<file path="src/rtl/xpwm_pkg.sv">
package xpwm_pkg;

    localparam int CH_N         = 2;
    localparam int CNT_W        = 8;
    localparam int SEL_W        = 2;
    localparam int HI_BASE_LOG  = 0;
    localparam int PER_BASE_LOG = 3;
    localparam int BASE_TICK_HZ = 200_000;

    localparam int SEL_MAX_SH = (1 << SEL_W) - 1;
    localparam int HI_PRE_W   = (HI_BASE_LOG + SEL_MAX_SH) > 0 ? HI_BASE_LOG + SEL_MAX_SH : 1;
    localparam int PER_PRE_W  = (PER_BASE_LOG + SEL_MAX_SH) > 0 ? PER_BASE_LOG + SEL_MAX_SH : 1;

    localparam logic [CNT_W-1:0]     CNT_ONE = 1;
    localparam logic [HI_PRE_W-1:0]  HI_ONE  = 1;
    localparam logic [PER_PRE_W-1:0] PER_ONE = 1;

    typedef enum logic {
        MODE_GPIO = 1'b0,
        MODE_PWM  = 1'b1
    } io_mode_e;

    typedef struct packed {
        logic [CNT_W-1:0] hi_cnt;
        logic [CNT_W-1:0] per_cnt;
        logic [SEL_W-1:0] hi_sel;
        logic [SEL_W-1:0] per_sel;
    } chan_cfg_t;

    typedef struct packed {
        logic                 run;
        logic [PER_PRE_W-1:0] per_pre;
        logic [CNT_W-1:0]     per_tk;
        logic [HI_PRE_W-1:0]  hi_pre;
        logic [CNT_W-1:0]     hi_tk;
    } chan_state_t;

    function automatic logic [HI_PRE_W-1:0] hi_lim(input logic [SEL_W-1:0] s);
        logic [31:0] v;
        v = (32'd1 << (HI_BASE_LOG + int'(s))) - 32'd1;
        return v[HI_PRE_W-1:0];
    endfunction

    function automatic logic [PER_PRE_W-1:0] per_lim(input logic [SEL_W-1:0] s);
        logic [31:0] v;
        v = (32'd1 << (PER_BASE_LOG + int'(s))) - 32'd1;
        return v[PER_PRE_W-1:0];
    endfunction

endpackage

</file>
<file path="src/rtl/xpwm_base_tick.sv">
module xpwm_base_tick
    import xpwm_pkg::*;
#(
    parameter int CLK_HZ = 200_000_000
) (
    input  logic clk,
    input  logic rst,
    output logic tick
);
    localparam int DIV = (CLK_HZ / BASE_TICK_HZ) > 0 ? CLK_HZ / BASE_TICK_HZ : 1;
    localparam int W   = DIV > 1 ? $clog2(DIV) : 1;

    generate
        if (DIV == 1) begin : g_every
            assign tick = 1'b1;
        end else begin : g_div
            localparam logic [W-1:0] LAST = W'(DIV - 1);
            localparam logic [W-1:0] STEP = 1;
            logic [W-1:0] cnt_q;
            always_ff @(posedge clk) begin
                if (rst)               cnt_q <= '0;
                else if (cnt_q == LAST) cnt_q <= '0;
                else                   cnt_q <= cnt_q + STEP;
            end
            assign tick = (cnt_q == LAST);
        end
    endgenerate
endmodule

</file>
<file path="src/rtl/xpwm_chan.sv">
module xpwm_chan
    import xpwm_pkg::*;
(
    input  logic      clk,
    input  logic      rst,
    input  logic      tick,
    input  chan_cfg_t cfg_in,
    output logic      wave
);
    chan_cfg_t   sh_q, sh_d;
    chan_state_t st_q, st_d;
    logic        per_wrap, hi_wrap, hi_done, period_end;

    always_comb begin
        per_wrap   = (st_q.per_pre == per_lim(sh_q.per_sel));
        hi_wrap    = (st_q.hi_pre == hi_lim(sh_q.hi_sel));
        hi_done    = (st_q.hi_tk == sh_q.hi_cnt);
        period_end = per_wrap && (st_q.per_tk == (sh_q.per_cnt - CNT_ONE));
        sh_d = sh_q;
        st_d = st_q;
        if (tick) begin
            if (!st_q.run || period_end) begin
                // period boundary: take new settings, restart both time bases
                sh_d     = cfg_in;
                st_d     = '0;
                st_d.run = 1'b1;
            end else begin
                st_d.per_pre = per_wrap ? '0 : st_q.per_pre + PER_ONE;
                if (per_wrap) st_d.per_tk = st_q.per_tk + CNT_ONE;
                if (!hi_done) begin
                    st_d.hi_pre = hi_wrap ? '0 : st_q.hi_pre + HI_ONE;
                    if (hi_wrap) st_d.hi_tk = st_q.hi_tk + CNT_ONE;
                end
            end
        end
    end

    always_ff @(posedge clk) begin
        if (rst) begin
            sh_q <= '0;
            st_q <= '0;
        end else begin
            sh_q <= sh_d;
            st_q <= st_d;
        end
    end

    assign wave = st_q.run && !hi_done;
endmodule

</file>
<file path="src/rtl/xpwm_pad.sv">
module xpwm_pad
    import xpwm_pkg::*;
#(
    parameter int SYNC_N = 2
) (
    input  logic            clk,
    input  logic            rst,
    input  io_mode_e        mode,
    input  logic [CH_N-1:0] dir,
    input  logic [CH_N-1:0] wr,
    input  logic [CH_N-1:0] pad_in,
    input  logic [CH_N-1:0] wave,
    output logic [CH_N-1:0] pad_out,
    output logic [CH_N-1:0] pad_oe,
    output logic [CH_N-1:0] rd
);
    logic [CH_N-1:0] sync_q [SYNC_N];

    always_ff @(posedge clk) begin
        if (rst) begin
            for (int s = 0; s < SYNC_N; s++) sync_q[s] <= '0;
        end else begin
            sync_q[0] <= pad_in;
            for (int s = 1; s < SYNC_N; s++) sync_q[s] <= sync_q[s-1];
        end
    end

    always_comb begin
        if (mode == MODE_PWM) begin
            pad_oe  = '1;
            pad_out = wave;
        end else begin
            pad_oe  = dir;
            pad_out = wr & dir;
        end
        rd = (pad_oe & pad_out) | (~pad_oe & sync_q[SYNC_N-1]);
    end
endmodule

</file>
<file path="src/rtl/xio_pwm_gpio.sv">
module xio_pwm_gpio
    import xpwm_pkg::*;
#(
    parameter int CLK_HZ = 200_000_000,
    parameter int SYNC_N = 2
) (
    input  logic                  clk,
    input  logic                  rst,
    input  logic                  pwm_en,
    input  logic [CH_N-1:0]       io_dir,
    input  logic [CH_N-1:0]       io_wr,
    input  logic [CH_N-1:0]       pad_in,
    input  logic [CH_N*CNT_W-1:0] hi_count,
    input  logic [CH_N*CNT_W-1:0] per_count,
    input  logic [CH_N*SEL_W-1:0] hi_unit,
    input  logic [CH_N*SEL_W-1:0] per_unit,
    output logic [CH_N-1:0]       pad_out,
    output logic [CH_N-1:0]       pad_oe,
    output logic [CH_N-1:0]       io_rd
);
    logic            base_tick;
    logic [CH_N-1:0] wave;
    io_mode_e        mode;

    assign mode = pwm_en ? MODE_PWM : MODE_GPIO;

    xpwm_base_tick #(.CLK_HZ(CLK_HZ)) u_tick (
        .clk  (clk),
        .rst  (rst),
        .tick (base_tick)
    );

    generate
        for (genvar c = 0; c < CH_N; c++) begin : g_ch
            chan_cfg_t cfg;
            assign cfg.hi_cnt  = hi_count[c*CNT_W +: CNT_W];
            assign cfg.per_cnt = per_count[c*CNT_W +: CNT_W];
            assign cfg.hi_sel  = hi_unit[c*SEL_W +: SEL_W];
            assign cfg.per_sel = per_unit[c*SEL_W +: SEL_W];
            xpwm_chan u_ch (
                .clk    (clk),
                .rst    (rst),
                .tick   (base_tick),
                .cfg_in (cfg),
                .wave   (wave[c])
            );
        end
    endgenerate

    xpwm_pad #(.SYNC_N(SYNC_N)) u_pad (
        .clk     (clk),
        .rst     (rst),
        .mode    (mode),
        .dir     (io_dir),
        .wr      (io_wr),
        .pad_in  (pad_in),
        .wave    (wave),
        .pad_out (pad_out),
        .pad_oe  (pad_oe),
        .rd      (io_rd)
    );
endmodule

</file>
<file path="config.mk">
export PLATFORM = sky130hd
export DESIGN_NAME = xio_pwm_gpio
export DESIGN_NICKNAME = d
export VERILOG_FILES = /design/src/rtl/xpwm_pkg.sv /design/src/rtl/xpwm_base_tick.sv /design/src/rtl/xpwm_chan.sv /design/src/rtl/xpwm_pad.sv /design/src/rtl/xio_pwm_gpio.sv
export SDC_FILE = /design/constraint.sdc
export NUM_CORES = 1
export LEC_CHECK = 0
export BUFFER_PORTS_ARGS = -buffer_cell sky130_fd_sc_hd__buf_2
export CAP_MARGIN = 20
export CORE_MARGIN = 4
export CORE_UTILIZATION = 33
export CTS_CLUSTER_DIAMETER = 120
export DETAILED_ROUTE_END_ITERATION = 8
export SYNTH_ARGS = -nofsm -noshare
export SYNTH_HDL_FRONTEND = slang
export SYNTH_SLANG_ARGS = --single-unit
</file>
<file path="constraint.sdc">
create_clock -name clk -period 3.2 [get_ports clk]
set_input_delay 0.16 -clock clk [delete_from_list [all_inputs] [get_ports clk]]
set_output_delay 0.16 -clock clk [all_outputs]
set_load 0.05 [all_outputs]
</file>
-- Word level (Yosys, flattened, before mapping)
Memory sizes are Yosys's and may differ from the RTL's.
Index checks and enable logic that the tools add are counted.
- multiply operators: 0
- muxes and demuxes: 20
- div/mod/pow operators: 0
- shift-type cells: 4
- reduce and logical (&&, ||, !) cells: 23
- $add $sub $neg: 17
- bitwise gates (word level): 7
- order comparisons: 0
- eq/ne operators: 11
- operator list (cell ; count):
    $shl A1 B32 Y6 const A ; 2
    $mux W25 ; 2
    $add A8 B1 Y8 const B ; 4
    $eq A8 B8 Y1 ; 4
    $mux W8 ; 4
    $mux W11 ; 2
    $sub A8 B1 Y8 const B ; 2
    $add A6 B1 Y6 const B ; 2
    $eq A6 B6 Y1 ; 2
    $mux W6 ; 2
    $reduce_and A2 Y1 ; 6
    $sub A6 B1 Y6 const B ; 2
    $add A10 B1 Y10 const B ; 1
    $eq A10 B10 Y1 const B ; 1
    $mux W2 ; 4
    $reduce_bool A2 Y1 ; 4
    $add A2 B2 Y3 const A ; 2
    $add A3 B1 Y3 const B ; 2
    $and A2 B2 Y2 ; 3
    $eq A3 B3 Y1 ; 2
    $mux W3 ; 2
    $reduce_and A3 Y1 ; 2
    $shl A1 B2 Y3 const A ; 2
    $sub A3 B1 Y3 const B ; 2
    other kinds (9) ; 21
- output and inout bits: 6
- memories kept: 1
- register bits after elaboration: 102
- ROM bits: 0
- latch bits: 0
- RAM bits: 4
- memory list (memory ; depth ; bits a word ; rd ports ; clocked after Yosys merged registers in ; write ports ; line ; text):
    u_pad.sync_q ; 2 ; 2 ; 2 ; 0 ; 2 ; xpwm_pad.sv:17 ; logic [CH_N-1:0] sync_q [SYNC_N];

-- Longest topological paths before layout
- depth in word-level cells: 8
- mapped depth: 12
- mapped depth without buffers: 9

-- Modules after synthesis
Synthesis repeated with hierarchy kept, for this count alone.
- cells, all modules: 610
- area, all modules: 5445.2 um2
- by module, submodules not included (module ; area an instance (um2) ; times used ; cells each):
    xpwm_chan ; 2391.0 ; 2 ; 267
    xpwm_base_tick ; 490.5 ; 1 ; 56
    xpwm_pad ; 172.7 ; 1 ; 20

-- Worst setup path after synthesis
OpenSTA, ideal clock, no wires.
- path kind: register to register
- start: register g_ch[1].u_ch.sh_q[4] in the netlist's numbering
- end: register g_ch[1].u_ch.sh_q[0] in the netlist's numbering
- path buffers: 3
- path slack: 0.614 ns
- period minus slack after synthesis: 2.586 ns
- cell stages (with the launch flop): 13
- data arrival time: 2.459 ns
- cells stage by stage: dfxtp_1 -> inv_1 -> ha_1 -> buf_6 -> o21bai_1 -> a2111oi_1 -> a311oi_2 -> a2111oi_4 -> o21a_2 -> buf_6 -> buf_8 -> mux2i_1 -> nor2_1
- word-level cells in the longest chain between the ends: 5
- ends and longest elaborated chain (item ; line ; text):
    start, declared ; xpwm_chan.sv:10 ; chan_cfg_t sh_q, sh_d;
    start signal, assigned ; xpwm_chan.sv:40 ; sh_q <= '0;
    start signal, assigned ; xpwm_chan.sv:43 ; sh_q <= sh_d;
    $sub A8 B1 Y8 ; xpwm_chan.sv:18 ; period_end = per_wrap && (st_q.per_tk == (sh_q.per_cnt - CNT_ONE));
    $eq A8 B8 Y1 ; xpwm_chan.sv:18 ;
    $logic_and A1 B1 Y1 ; xpwm_chan.sv:18 ;
    $logic_or A1 B1 Y1 ; xpwm_chan.sv:22 ; if (!st_q.run || period_end) begin
    $reduce_and A2 Y1 (no source line) ; n/a ;
No other way between the ends.
A chain may end at the register's enable or synchronous reset.

-- Worst setup path in the final report
- start: register g_ch[1].u_ch.sh_q[4] in the netlist's numbering
- end: register g_ch[1].u_ch.st_q[7] in the netlist's numbering
- word-level cells in the longest chain between the ends: 6
- elaborated cells on any way between the ends: 8
- ends and longest elaborated chain (item ; line ; text):
    $sub A8 B1 Y8 (*) ; xpwm_chan.sv:18 ;
    $eq A8 B8 Y1 (*) ; xpwm_chan.sv:18 ;
    $logic_and A1 B1 Y1 (*) ; xpwm_chan.sv:18 ;
    $logic_or A1 B1 Y1 (*) ; xpwm_chan.sv:22 ;
    $ne A2 B2 Y1 (no source line) or $reduce_bool A2 Y1 (tied branches) ; n/a ;
    $reduce_and A3 Y1 (no source line) ; n/a ;
    end signal, assigned ; xpwm_chan.sv:44 ; st_q <= st_d;
    end, declared ; xpwm_chan.sv:11 ; chan_state_t st_q, st_d;
Mark *: on every way between the ends. The rest lies on a longest branch, timed or not.

==> flow_summary.toml <==
[status]
status = "completed"

[min_path]
holdCritPathClass = "in -> reg"
whs_path_depth = 2
worstHoldStart = "pad_in[1]"

[routing]
drc = 0
via_per_inst = 5.079
drt-wirelength-per-cell_um = 13.10
drt-total-wl_um = 12160
drtPass1Iterations = 4
vias = 4713
postRouteAntennaNets = 0
drtIter0Drc = 205

[placed_design]
port_buffers = 54
hpwlAfterDp_um = 8778
finalWeightedCongestion = 0.8121
place_area_um2 = 6071

[cts]
postCtsSetupBuffers = 0
insertion_delay_ps = 340
clkTransAtPathRegs_ps = 70
numCtsBuffers = 9
cts_sinks = 106
cts.htree.levels = 3
clockBufferDepth = 2
cts_tree = "done"
postCtsHoldBufs = 0
clock-root-buffer = "clkbuf_16"
post_cts_resized = 0

[power_and_ir_drop]
p_leak_nw = 2.354
power_density_nw_per_um2 = 417.4
peakVddDrop_v = 0.0003274

[finish]
n_fill_cell = 1753
regArea_um2 = 2122
drive_gt1_share_pct = 14.41
fin_nets = 765
final_area_um2 = 6406
area_growth_pct = 14.90
multiInputGateArea_um2 = 3261
antennaDiodeCount = 0

[floorplan]
io_pins = 55
core_area_um2 = 16580
rows = 47
initial_utilization_pct = 33.62
dieHeight_um = 138.0
die_w_um = 138.0
dieArea_um2 = 19040

[sta]
period_needed_ps = 2843
final_hold_viol_count = 0
finalCritPeriodShare_pct = 88.85
fmaxAchievable_mhz = 351.7
worst_pin_slew_ps = 818.1
drv_slew = 0
finClkSkew_ps = 7.052
rsz0062_at_grt = "false"
setup-violations-final = 0
relSlewSlack_pct = 45.46
tns_ps = 0
whs_ps = 40.15

[grt]
grt_max_degree = 41
grt_use_total_pct = 13.53
grt_pass1_wl_um = 21090
first_global_vias = 4572
grt-ovfl-total = 0
antenna_found_initial = 0

[flow_run]
cap_violations = 0

[yosys]
synthArstFlopShare_pct = 0
post-synth-top-count-cell = "dfxtp_1"
seq_area_frac_synth_pct = 38.06
synth_top_area_cell = "dfxtp_1"
synth_common_cells = "106 x dfxtp_1, 73 x nand2_1, 63 x nor2_1, 55 x a21oi_1, 39 x xor2_1"
synth_top_flop_cell = "dfxtp_1"
synth-edff-count = 0
synth_top_cell_area_share_pct = 38.06
synthesis.area_um2 = 5575
yosysUniqueCellTypes = 71
avgSynthCellArea_um2 = 8.538
netlist_instances = 653
ys_warn_count = 0
synth-seq-cells = 106
yosys-top-cells-area = "dfxtp_1 38%, xor2_1 6.1%, a21oi_1 4.9%"

[worst_setup_path]
crit_start = "g_ch[1].u_ch.sh_q[4]"
reg2regPathDepth = 10
criticalPathCategory = "reg -> reg"
required_ps = 3460
critPathLaunchType = "register"
worst-path-max-fanout = 11
crit_path_end_kind = "register"
worst_ep_arrival_time_ps = 3100
worstReg2RegStart = "g_ch[1].u_ch.sh_q[4]"
[final timing paths]
kind                            slack, ps                   end
worst max-delay path                  360  g_ch[1].u_ch.st_q[7]
worst min-delay path                   40    u_pad.sync_q[0][1]
worst max register to register        360  g_ch[1].u_ch.st_q[7]
worst min register to register        450    u_pad.sync_q[0][3]
[per-layer routing]
metal / GRT usage, % / wire length [µm] / vias to the layer above
li1: - / - / 2412
met4: 3.513 / 148 / 0
met5: 0 / 0 / -
met2: 23.29 / 5738 / 70
met1: 17.12 / 5857 / 2217
met3: 3.048 / 412 / 14
[worst max-delay path, stage by stage (launching register included)]
cell       delay, ps
dfxtp_1          420
inv_1             70
ha_1             290
o21bai_1         180
a2111oi_1        460
a311oi_2         100
a2111oi_4        340
buf_4            250
nor2_1            90
or3_1            360
a211oi_2         210
[report_power, final]
group | total (mW) | internal, mW | leakage (nW) | switching (mW)
clock network | 1.25 | 0.765 | 0.160 | 0.481
logic | 0.101 | 0.0380 | 1.34 | 0.0627
registers | 1.33 | 1.32 | 0.855 | 0.00363
total | 2.67 | 2.13 | 2.35 | 0.548
[cell families (layout without fill, tap and decap cells)]
| family | count (synthesis) | after routing | synth area share (%) |
|---|---|---|---|
| AND/OR/NAND/NOR | 292 | 292 | 27.94 |
| AO/OA/AOI/OAI | 116 | 116 | 13.56 |
| flip-flops | 106 | 106 | 38.06 |
| XOR/XNOR | 63 | 63 | 10.17 |
| buffers and inverters | 41 | 95 | 3.523 |
| multiplexers | 21 | 21 | 3.770 |
| adder cells (fa/ha/maj) | 13 | 13 | 2.917 |
| other | 1 | 2 | 0.06726 |
[stage by stage]
step                std cells  total power [mW]  setup slack, ps  utilization, %
floorplan                 654             1.414            613.8               -
global placement          912             1.459            401.3           36.61
detailed placement        912             1.460            326.6           36.61
CTS                       928             2.707            323.7           38.63
global route              928             2.773            134.1           38.63
finish                    928             2.674            356.7           38.63
[flip-flops by register name, indices dropped and copies added (netlist names)]
signal and cells:
g_ch.u_ch.st_q 52, u_tick.g_div.cnt_q 10, g_ch.u_ch.sh_q 40, u_pad.sync_q 4
[placed cells by master, fill, tap and decap left out, types with 7 or more instances in the layout]
cell | netlist | routed
dfxtp_1 | 106 | 106
nand2_1 | 73 | 73
nor2_1 | 63 | 63
a21oi_1 | 55 | 55
buf_2 | 4 | 54
xor2_1 | 39 | 39
nand3_1 | 28 | 28
xnor2_1 | 23 | 23
mux2i_1 | 21 | 21
nand4_1 | 17 | 17
or3_1 | 14 | 14
nor3_1 | 13 | 13
o21ai_0 | 13 | 13
ha_1 | 13 | 13
buf_4 | 1 | 13
inv_1 | 11 | 11
and3_1 | 11 | 11
nand2b_1 | 10 | 10
and2_1 | 10 | 10
nor2b_1 | 9 | 9
clkbuf_16 | 0 | 9
nand3b_1 | 8 | 8
o21ai_1 | 7 | 7
[cell type report]
| type | instances | area share [%] |
|---|---|---|
| tap | 220 | 4.297 |
| clock inverter | 5 | 1.602 |
| clock buffer | 11 | 3.633 |
| timing repair buffer | 67 | 5.742 |
| multi-input combinational | 507 | 50.90 |
| inverter | 12 | 0.7031 |
| sequential | 106 | 33.13 |
Power figures use the tool's default switching activity.
